===== config.mk =====
export PLATFORM = sky130hd
export DESIGN_NAME = pck_gen
export DESIGN_NICKNAME = d
export VERILOG_FILES = /design/src/rtl/pck_pkg.sv /design/src/rtl/pck_srcsync.sv /design/src/rtl/pck_channel.sv /design/src/rtl/pck_regs.sv /design/src/rtl/pck_gen.sv
export SDC_FILE = /design/constraint.sdc
export NUM_CORES = 1
export LEC_CHECK = 0
export ABC_AREA = 1
export CAP_MARGIN = 20
export CORE_MARGIN = 1
export CORE_UTILIZATION = 34
export CTS_CLUSTER_SIZE = 10
export DETAILED_ROUTE_END_ITERATION = 6
export HOLD_SLACK_MARGIN = 0.03
export MAX_ROUTING_LAYER = met4
export SLEW_MARGIN = 20
export SYNTH_ARGS = -nofsm -noshare
export SYNTH_HDL_FRONTEND = slang
export SYNTH_SLANG_ARGS = --single-unit

===== constraint.sdc =====
create_clock -name clk -period 5.2 [get_ports clk]
set_input_delay 0.52 -clock clk [delete_from_list [all_inputs] [get_ports clk]]
set_output_delay 0.52 -clock clk [all_outputs]
set_load 0.02 [all_outputs]

===== src/rtl/pck_pkg.sv =====
package pck_pkg;
    localparam int NSRC     = 5;
    localparam int ADDR_W   = 4;
    localparam int DATA_W   = 32;
    localparam int DIVW     = 6;

    localparam logic [ADDR_W-1:0] A_EN_SET   = 4'd0;
    localparam logic [ADDR_W-1:0] A_EN_CLR   = 4'd1;
    localparam logic [ADDR_W-1:0] A_EN_STAT  = 4'd2;
    localparam logic [ADDR_W-1:0] A_READY    = 4'd3;
    localparam logic [ADDR_W-1:0] A_IE_SET   = 4'd4;
    localparam logic [ADDR_W-1:0] A_IE_CLR   = 4'd5;
    localparam logic [ADDR_W-1:0] A_IE_MASK  = 4'd6;
    localparam logic [ADDR_W-1:0] A_CFG_BASE = 4'd8;

    typedef struct packed {
        logic       mstr;
        logic [2:0] pres;
        logic [1:0] css;
    } cfg_t;

    typedef enum logic [1:0] {ST_OFF, ST_SYNC, ST_RUN, ST_DRAIN} ch_state_e;

    function automatic logic [2:0] src_index(input cfg_t c);
        if (c.mstr) return 3'd2;
        unique case (c.css)
            2'd0: return 3'd0;
            2'd1: return 3'd1;
            2'd2: return 3'd3;
            default: return 3'd4;
        endcase
    endfunction

    function automatic logic [2:0] eff_exp(input cfg_t c);
        return (c.pres == 3'd7) ? 3'd0 : c.pres;
    endfunction
endpackage


===== src/rtl/pck_srcsync.sv =====
module pck_srcsync
    import pck_pkg::*;
(
    input  logic            clk,
    input  logic            rst_n,
    input  logic [NSRC-1:0] src_clk_i,
    output logic [NSRC-1:0] lvl_o,
    output logic [NSRC-1:0] rise_o
);
    for (genvar s = 0; s < NSRC; s++) begin : g_src
        logic [2:0] sh;
        always_ff @(posedge clk or negedge rst_n) begin
            if (!rst_n) sh <= '0;
            else        sh <= {sh[1:0], src_clk_i[s]};
        end
        assign lvl_o[s]  = sh[1];
        assign rise_o[s] = sh[1] & ~sh[2];
    end
endmodule


===== src/rtl/pck_channel.sv =====
module pck_channel
    import pck_pkg::*;
#(
    parameter int SYNC_EDGES = 4
) (
    input  logic            clk,
    input  logic            rst_n,
    input  logic            en_i,
    input  cfg_t            cfg_i,
    input  logic [NSRC-1:0] src_lvl_i,
    input  logic [NSRC-1:0] src_rise_i,
    output logic            out_o,
    output logic            ready_o,
    output logic            idle_o
);
    localparam int SCW = $clog2(SYNC_EDGES + 1);

    ch_state_e       state, state_nx;
    logic            out_q, out_nx;
    logic [DIVW-1:0] cnt, cnt_nx, half_m1;
    logic [SCW-1:0]  sync_cnt;
    logic [2:0]      sel, pexp;
    logic            lvl, rise;

    assign sel  = src_index(cfg_i);
    assign pexp = eff_exp(cfg_i);
    assign lvl  = src_lvl_i[sel];
    assign rise = src_rise_i[sel];
    assign half_m1 = (pexp == 3'd0) ? '0
                   : (DIVW'(1) << (3'(pexp - 3'd1))) - DIVW'(1);

    // divider step shared by running and draining states
    always_comb begin
        if (pexp == 3'd0) begin
            out_nx = lvl;
            cnt_nx = '0;
        end else if (rise) begin
            out_nx = (cnt == half_m1) ? ~out_q : out_q;
            cnt_nx = (cnt == half_m1) ? '0 : cnt + DIVW'(1);
        end else begin
            out_nx = out_q;
            cnt_nx = cnt;
        end
    end

    always_comb begin
        state_nx = state;
        unique case (state)
            ST_OFF:   if (en_i) state_nx = ST_SYNC;
            ST_SYNC:  if (!en_i) state_nx = out_q ? ST_DRAIN : ST_OFF;
                      else if (rise && sync_cnt == SCW'(SYNC_EDGES - 1)) state_nx = ST_RUN;
            ST_RUN:   if (!en_i) state_nx = out_q ? ST_DRAIN : ST_OFF;
            ST_DRAIN: if (!out_q) state_nx = ST_OFF;
            default:  state_nx = ST_OFF;
        endcase
    end

    always_ff @(posedge clk or negedge rst_n) begin
        if (!rst_n) state <= ST_OFF;
        else        state <= state_nx;
    end

    always_ff @(posedge clk or negedge rst_n) begin
        if (!rst_n) begin
            out_q    <= 1'b0;
            cnt      <= '0;
            sync_cnt <= '0;
        end else begin
            unique case (state)
                ST_OFF: begin
                    out_q    <= 1'b0;
                    cnt      <= '0;
                    sync_cnt <= '0;
                end
                ST_SYNC, ST_RUN: begin
                    cnt   <= cnt_nx;
                    out_q <= en_i ? out_nx : (out_q & out_nx);
                    if (state == ST_SYNC && rise) sync_cnt <= sync_cnt + SCW'(1);
                end
                default: begin
                    cnt   <= cnt_nx;
                    out_q <= out_q & out_nx;
                end
            endcase
        end
    end

    assign out_o   = out_q;
    assign ready_o = (state == ST_RUN);
    assign idle_o  = (state == ST_OFF);


    gated_low_chk: assert property (@(posedge clk) disable iff (!rst_n)
        (!en_i && !out_q) |=> !out_q);

    no_runt_chk: assert property (@(posedge clk) disable iff (!rst_n)
        (state == ST_DRAIN) |=> !$rose(out_q));

    ready_drop_chk: assert property (@(posedge clk) disable iff (!rst_n)
        !en_i |=> !ready_o);
endmodule


===== src/rtl/pck_regs.sv =====
module pck_regs
    import pck_pkg::*;
#(
    parameter int NOUT = 3
) (
    input  logic              clk,
    input  logic              rst_n,
    input  logic              wr_en_i,
    input  logic [ADDR_W-1:0] wr_addr_i,
    input  logic [DATA_W-1:0] wr_data_i,
    input  logic [ADDR_W-1:0] rd_addr_i,
    output logic [DATA_W-1:0] rd_data_o,
    input  logic [NOUT-1:0]   idle_i,
    input  logic [NOUT-1:0]   ready_i,
    output logic [NOUT-1:0]   en_o,
    output logic [NOUT-1:0]   mask_o,
    output cfg_t [NOUT-1:0]   cfg_o
);
    logic [NOUT-1:0] en_q, mask_q;
    cfg_t [NOUT-1:0] cfg_q;
    logic            wr_set, wr_clr, ie_set, ie_clr;

    assign wr_set = wr_en_i && (wr_addr_i == A_EN_SET);
    assign wr_clr = wr_en_i && (wr_addr_i == A_EN_CLR);
    assign ie_set = wr_en_i && (wr_addr_i == A_IE_SET);
    assign ie_clr = wr_en_i && (wr_addr_i == A_IE_CLR);

    always_ff @(posedge clk or negedge rst_n) begin
        if (!rst_n) begin
            en_q   <= '0;
            mask_q <= '0;
        end else begin
            if (wr_set) en_q <= en_q | wr_data_i[NOUT-1:0];
            if (wr_clr) en_q <= en_q & ~wr_data_i[NOUT-1:0];
            if (ie_set) mask_q <= mask_q | wr_data_i[NOUT-1:0];
            if (ie_clr) mask_q <= mask_q & ~wr_data_i[NOUT-1:0];
        end
    end

    for (genvar n = 0; n < NOUT; n++) begin : g_cfg
        logic hit;
        assign hit = wr_en_i && (wr_addr_i == A_CFG_BASE + ADDR_W'(n));
        always_ff @(posedge clk or negedge rst_n) begin
            if (!rst_n) cfg_q[n] <= '0;
            else if (hit && !en_q[n] && idle_i[n])
                cfg_q[n] <= '{mstr: wr_data_i[8], pres: wr_data_i[4:2], css: wr_data_i[1:0]};
        end


        cfg_hold_chk: assert property (@(posedge clk) disable iff (!rst_n)
            (en_q[n] || !idle_i[n]) |=> $stable(cfg_q[n]));

        en_set_chk: assert property (@(posedge clk) disable iff (!rst_n)
            (wr_set && wr_data_i[n]) |=> en_q[n]);
    end

    always_comb begin
        rd_data_o = '0;
        unique case (rd_addr_i)
            A_EN_STAT: rd_data_o[NOUT-1:0] = en_q;
            A_READY:   rd_data_o[NOUT-1:0] = ready_i;
            A_IE_MASK: rd_data_o[NOUT-1:0] = mask_q;
            default: begin
                for (int n = 0; n < NOUT; n++) begin
                    if (rd_addr_i == A_CFG_BASE + ADDR_W'(n)) begin
                        rd_data_o[8]   = cfg_q[n].mstr;
                        rd_data_o[4:2] = cfg_q[n].pres;
                        rd_data_o[1:0] = cfg_q[n].css;
                    end
                end
            end
        endcase
    end

    assign en_o   = en_q;
    assign mask_o = mask_q;
    assign cfg_o  = cfg_q;
endmodule


===== src/rtl/pck_gen.sv =====
module pck_gen
    import pck_pkg::*;
#(
    parameter int NOUT       = 3,
    parameter int SYNC_EDGES = 4
) (
    input  logic              clk,
    input  logic              rst_n,
    input  logic [NSRC-1:0]   src_clk_i,
    input  logic              wr_en_i,
    input  logic [ADDR_W-1:0] wr_addr_i,
    input  logic [DATA_W-1:0] wr_data_i,
    input  logic [ADDR_W-1:0] rd_addr_i,
    output logic [DATA_W-1:0] rd_data_o,
    output logic [NOUT-1:0]   pck_o,
    output logic              irq_o
);
    logic [NSRC-1:0] src_lvl, src_rise;
    logic [NOUT-1:0] en, mask, ready, idle;
    cfg_t [NOUT-1:0] cfg;

    pck_srcsync u_sync (
        .clk(clk), .rst_n(rst_n), .src_clk_i(src_clk_i),
        .lvl_o(src_lvl), .rise_o(src_rise)
    );

    pck_regs #(.NOUT(NOUT)) u_regs (
        .clk(clk), .rst_n(rst_n),
        .wr_en_i(wr_en_i), .wr_addr_i(wr_addr_i), .wr_data_i(wr_data_i),
        .rd_addr_i(rd_addr_i), .rd_data_o(rd_data_o),
        .idle_i(idle), .ready_i(ready),
        .en_o(en), .mask_o(mask), .cfg_o(cfg)
    );

    for (genvar n = 0; n < NOUT; n++) begin : g_ch
        pck_channel #(.SYNC_EDGES(SYNC_EDGES)) u_ch (
            .clk(clk), .rst_n(rst_n), .en_i(en[n]), .cfg_i(cfg[n]),
            .src_lvl_i(src_lvl), .src_rise_i(src_rise),
            .out_o(pck_o[n]), .ready_o(ready[n]), .idle_o(idle[n])
        );
    end

    assign irq_o = |(ready & mask);


    irq_gate_chk: assert property (@(posedge clk) disable iff (!rst_n)
        (mask == '0) |-> !irq_o);
endmodule


* After elaboration in Yosys (flattened, before gate mapping) *
Index checks and enable logic that the tools add are counted.

word-level totals
  memories = 0
  latch bits = 0
  bits of input ports = 48
  memory bits (writable) = 0
  logic and storage cells = 267
  output and inout bits = 36
  bits in registers = 75
  ROM bits = 0

cells by class
  reduce and logical (&&, ||, !) cells = 51
  $mul = 0
  bitwise operators = 22
  shifts and indexed selects = 3
  magnitude comparators = 3
  mux-type cells = 97
  div/mod/pow operators = 0
  eq/ne operators = 51
  add/sub/neg operators = 12

operator list
  kind                 number
  $mux 6               15
  $mux 3               16
  $mux 2               19
  $pmux 3 s3           4
  $mux 1               25
  $eq 4x4->1 const B   6
  $pmux 2 s4           3
  $logic_and 1x1->1    19
  $add 6x1->6 const B  3
  $bmux 1 s3           6
  $eq 2x2->1 const B   9
  $eq 6x6->1           3
  $ne 2x2->1 const B   9
  $pmux 3 s2           3
  $shl 1x3->6 const A  3
  $sub 6x1->6 const B  3
  $mux 5               3
  $eq 2x1->1 const B   6
  $eq 4x3->1 const B   3
  $logic_not 2->1      6
  $lt 3x4->1 const B   3
  $reduce_and 4->1     3
  $reduce_bool 2->1    5
  $add 3x1->3 const B  3
  20 further kinds     61

* Logic depth before layout (Yosys ltp) *
  word-level depth = 13
  gate-level depth with buffers = 19
  mapped depth without buffers = 19

* Hierarchy *
Synthesis repeated with hierarchy kept, for this count alone.

second synthesis, totals
  cells, all modules = 781
  area, all modules = 5,619.1 um^2

modules (own cells, without submodules)
  module       sequential area each (um^2)  instances  area an instance (um^2)  cells each
  pck_channel  300.3                        3          1,208.7                  178
  pck_regs     600.6                        1          1,514.0                  213
  pck_srcsync  375.4                        1          462.9                    30
  pck_gen      0.0                          1          16.3                     4

* Worst setup path after synthesis *
Ideal clock, no wire load.

  path kind = register -> register
  start point = register u_regs.cfg_q (netlist bit u_regs.cfg_o[2])
  end point = register g_ch[0].u_ch.out_q
  path slack = 2.938 ns
  data required time = 5.087 ns
  stages on the path, launching flop included = 17
  path buffers = 0
  clock period less this slack = 2.262 ns
  setup time = 0.113 ns
  data arrival time = 2.149 ns
  cell sequence = dfrtp_1 -> ha_1 -> inv_1 -> nand3_2 -> nand2_4 -> nand2_4 -> ha_1 -> o21ai_0 -> nand3_1 -> a21oi_2 -> nand3_2 -> nor2_4 -> nand2_1 -> nand2_1 -> nand3_1 -> nand2_1 -> inv_1

on the way
  word-level cells in the longest chain between the ends = 13
  elaborated cells on any way between the ends = 14
  classes of those cells = add/sub: 2; eq/ne: 2; shift: 1; mux: 7; bitwise: 1; reduce/logical: 1

ends and longest elaborated chain
  item                              line                                  RTL
  start: declaration                pck_regs.sv:20                        cfg_t [NOUT-1:0] cfg_q;
  start signal: indexed assignment  pck_regs.sv:46                        cfg_q[n] <= '{mstr: wr_data_i[8], pres: wr_data_i[4:2], css: wr_data_i[1:0]};
  $eq 3x3->1                        pck_pkg.sv:35                         return (c.pres == 3'd7) ? 3'd0 : c.pres;
  $mux 3 *                          pck_pkg.sv:35
  $sub 3x1->3                       pck_channel.sv:30                     : (DIVW'(1) << (3'(pexp - 3'd1))) - DIVW'(1);
  $shl 1x3->6                       pck_channel.sv:30
  $sub 6x1->6                       pck_channel.sv:30
  $mux 6                            pck_channel.sv:29                     assign half_m1 = (pexp == 3'd0) ? '0
  $eq 6x6->1                        pck_channel.sv:38                     out_nx = (cnt == half_m1) ? ~out_q : out_q;
  $mux 1                            pck_channel.sv:38
  $mux 1                            pck_channel.sv:37                     end else if (rise) begin
  $mux 1 *                          pck_channel.sv:34                     if (pexp == 3'd0) begin
  $and 1x1->1                       pck_channel.sv:77, pck_channel.sv:82
  $mux 1                            pck_channel.sv:77                     out_q <= en_i ? out_nx : (out_q & out_nx);
  $pmux 1 s2 *                      pck_channel.sv:69                     unique case (state)
  end signal: assignment            pck_channel.sv:77
  end signal: assignment            pck_channel.sv:82                     out_q <= out_q & out_nx;
  end: declaration                  pck_channel.sv:19                     logic out_q, out_nx;

Every way passes the cells marked *; elsewhere a longest branch is shown, timed or not.
A chain may end at the register's enable or synchronous reset.

* Worst setup path in the final report *
  start point = input rd_addr_i[0]
  end point = output rd_data_o[0]

on the way
  word-level cells in the longest chain between the ends = 5
  elaborated cells on any way between the ends = 10
  classes of those cells = eq/ne: 6; mux: 4

ends and longest elaborated chain
  item                 line            RTL
  start: declaration   pck_gen.sv:13   input logic [ADDR_W-1:0] rd_addr_i,
  $eq 4x4->1           pck_regs.sv:65  if (rd_addr_i == A_CFG_BASE + ADDR_W'(n)) begin
  $mux 5 (3 in a row)  pck_regs.sv:65
  $pmux 3 s3 *         pck_regs.sv:59  unique case (rd_addr_i)
  end: declaration     pck_gen.sv:14   output logic [DATA_W-1:0] rd_data_o,

Marks and branches as above.

==> reports/results.ini <==
[job]
maxCapViolCount = 0

[layout]
diodes = 0
fin_util_pct = 39.2
drive_gt1_share_pct = 6.66
fin_nets = 867
syn_to_final_growth_pct = 12.9
fillers = 1640
fin_cells = 997

[power]
p_seq_share_pct = 29.7
pwr-share-comb_pct = 50.1
ir_drop_mv = 0.180
p_clk_share_pct = 20.1
power_leakage_nw = 2.92
switching_share_pct = 45.3
p_int_mw = 1.53
p_per_area_nw_per_um2 = 452
switchingPower_mw = 1.27

[yosys]
avgSynthCellArea_um2 = 7.41
syn_inst = 742
async_flop_share_pct = 100
netlist_top_cells_area = dfrtp_1, nand2_1, ha_1
synth_area_leader_cell = dfrtp_1
yosysSeqAreaShare_pct = 34.2
ys_warn_count = 0
synth_edf_count = 0
synth_top_area_share_pct = 34.2
syn_area_um2 = 5500
ys.flop_type = dfrtp_1
synth_cell_types = 43
ys_seq_elements = 75

[floorplanning]
die_w_um = 129
die_y_um = 129
num_rows = 46
coreArea_um2 = 15800
ios = 84
start_util_pct = 34.7
dieArea_um2 = 16700

[timing]
finalCritPeriodShare_pct = 64.0
worst-slew-pin-transition_ns = 0.704
fin_worst_skew_ns = 0.00983
fin_crit_ns = 3.33
fmax_mhz = 301
tns_ns = 0
rsz0062_at_grt = false
hold_violations = 0
slew_violations = 0
finalSetupViolCount = 0
maxSlewHeadroom_pct = 52.7

[drt]
routed_wl_um = 12100
first_pass_iters = 4
via_per_inst = 4.66
routed-via-count = 4650
postRouteAntennaNets = 0
drtIter0Drc = 264
drc_errors = 0
detail_route.wl_per_cell_um = 12.1

[placed_design]
dp_hpwl_um = 9340
port_buffers = 31
gp_congestion = 0.838
dpl.cell_count = 982

[global_route]
grt_overflow = 0
grt_max_degree = 76
antenna_found_initial = 0
grt_pass1_wl_um = 20700
grt_pass1_vias = 4339
grt.total_usage_pct = 16.5

[clock_tree]
cts_made_buffers = 9
clk_pin_slew_worst_paths_ns = 0.05
cts_resized = 0
hold_buffers = 0
post-cts-setup-buffer-count = 0
htree_levels = 3
cts_tree = done
clockRootBuffer = clkbuf_16
clk_latency_ns = 0.35
cts_buffer_depth = 2
cts.sinks = 75

[critical_path]
end_kind = output port
crit_type = input port to output port
timing.rr.end = g_ch[1].u_ch.out_o
worstReg2RegStart = u_regs.cfg_o[9]
crit_start = rd_addr_i[0]
r2r_cells = 17
endpoint = rd_data_o[0]
critPathLaunchType = input port
cp_data_arrival_time_ns = 2.81
worstPathRequired_ns = 4.68
reg2reg_slack_ns = 2.58
critPathMaxFanout = 6

[run_status]
status = finished clean

[hold_path]
hold_class = input port to async pin

## cell usage in the layout (no fill, tap or decap), types with 5 or more instances in the layout
cell             Yosys  routed
inv_1              104     104
a21oi_1             22      22
a221oi_1             5       5
nand3_2              6       6
nand4_1             20      20
ha_1                42      42
nand2_2             10      10
o21ai_0             53      53
nor2_1              51      51
nand2_1            164     164
clkbuf_16            0       9
dfrtp_1             75      75
inv_2                6       6
nand3_1             66      66
nand3b_1             7       7
o21ai_1             11      11
clkdlybuf4s50_1      0      30
xor2_1              14      14
nor3_1               8       8
conb_1               1      26
## critical path: stages
cell and delay [ns]:
clkdlybuf4s50_1 0.52, inv_1 0.07, nor3_1 0.60, a221oi_1 0.17, o2111ai_1 0.27, clkdlybuf4s50_1 0.65
## registers in the layout, summed over array words and instances, names as in the netlist, named ones only
| signal | count |
|---|---|
| g_ch.u_ch.state | 6 |
| g_ch.u_ch.out_o | 3 |
| g_ch.u_ch.sync_cnt | 9 |
| u_sync.g_src.sh | 15 |
| u_regs.cfg_o | 18 |
| g_ch.u_ch.cnt | 18 |
## power groups by stage
stage                     Combinational, mW  Clock (mW)  Sequential [mW]
after floorplan                        1.12           0            0.802
after global placement                 1.40           0            0.839
after detailed placement               1.41           0            0.843
after CTS                              1.41       0.585            0.834
after global routing                   1.62       0.607            0.855
final                                  1.40       0.564            0.833
## per-layer routing
layer  global-route usage, %  share of wire [%]
met5                       -                  0
met4                    5.47                1.4
met3                    3.22                3.3
met2                    24.9                 45
met1                    22.0                 50
## cells in the mapped netlist (all sizes together) (3+ instances only)
cell type and number:
nand2 177, xor2 14, o21a 4, a21oi 24
nand4 20, ha 42, inv 110, nor4 3
a221oi 5, o21ai 66, and2 3, nor2 57
clkbuf 3, nor3 9, buf 29, nand3b 7
a21boi 3, a31oi 4, dfrtp 75, nand3 72
a22oi 3
## per-stage QoR
| step | setup WS [ns] | hold slack, ns | total power [mW] | area [um2] |
|---|---|---|---|---|
| final | 1.87 | 0.211 | 2.80 | 6200 |
| after global routing | 1.65 | 0.264 | 3.08 | 6200 |
| after CTS | 1.83 | 0.348 | 2.83 | 6200 |
| after detailed placement | 1.84 | 0.336 | 2.25 | 5940 |
| after global placement | 1.85 | 0.337 | 2.24 | 5940 |
| after floorplan | 2.94 | 0.224 | 1.92 | 5590 |
## cells by family (layout without fill, tap and decap cells)
group                    after synthesis  in the layout  synth area share, %
AO/OA/AOI/OAI                        117            117                 12.3
AND/OR/NAND/NOR                      348            348                 29.5
XOR/XNOR                              15             15                 2.39
buffers and inverters                142            156                 11.7
other                                  1             26               0.0682
flip-flops                            75             75                 34.2
adder cells (fa/ha/maj)               42             42                 9.56
multiplexers                           2              2                0.364
## worst min-delay path by stage
stage	start	end	slack (ns)	cells past startpoint
after floorplan	rst_n	async pin	0.22	0
after global placement	u_sync.g_src[4].sh[0]	u_sync.g_src[4].sh[1]	0.34	0
after global routing	rst_n	g_ch[2].u_ch.sync_cnt[1]	0.26	1
final	rst_n	u_sync.g_src[3].sh[0]	0.21	1
after detailed placement	u_sync.g_src[4].sh[0]	u_sync.g_src[4].sh[1]	0.34	0
after CTS	u_sync.g_src[1].sh[0]	u_sync.g_src[1].sh[1]	0.35	0
## layout make-up
class,count,area (um2),share of cell area (%)
Clock inverter,3,15.0,0.242
Sequential cell,75,1880,30.3
Tap cell,216,270,4.36
Timing Repair Buffer,31,312,5.02
Clock buffer,12,246,3.97
Multi-Input combinational cell,550,3070,49.5
Inverter,110,413,6.66
Note: power is estimated with default switching activity, not from simulation.
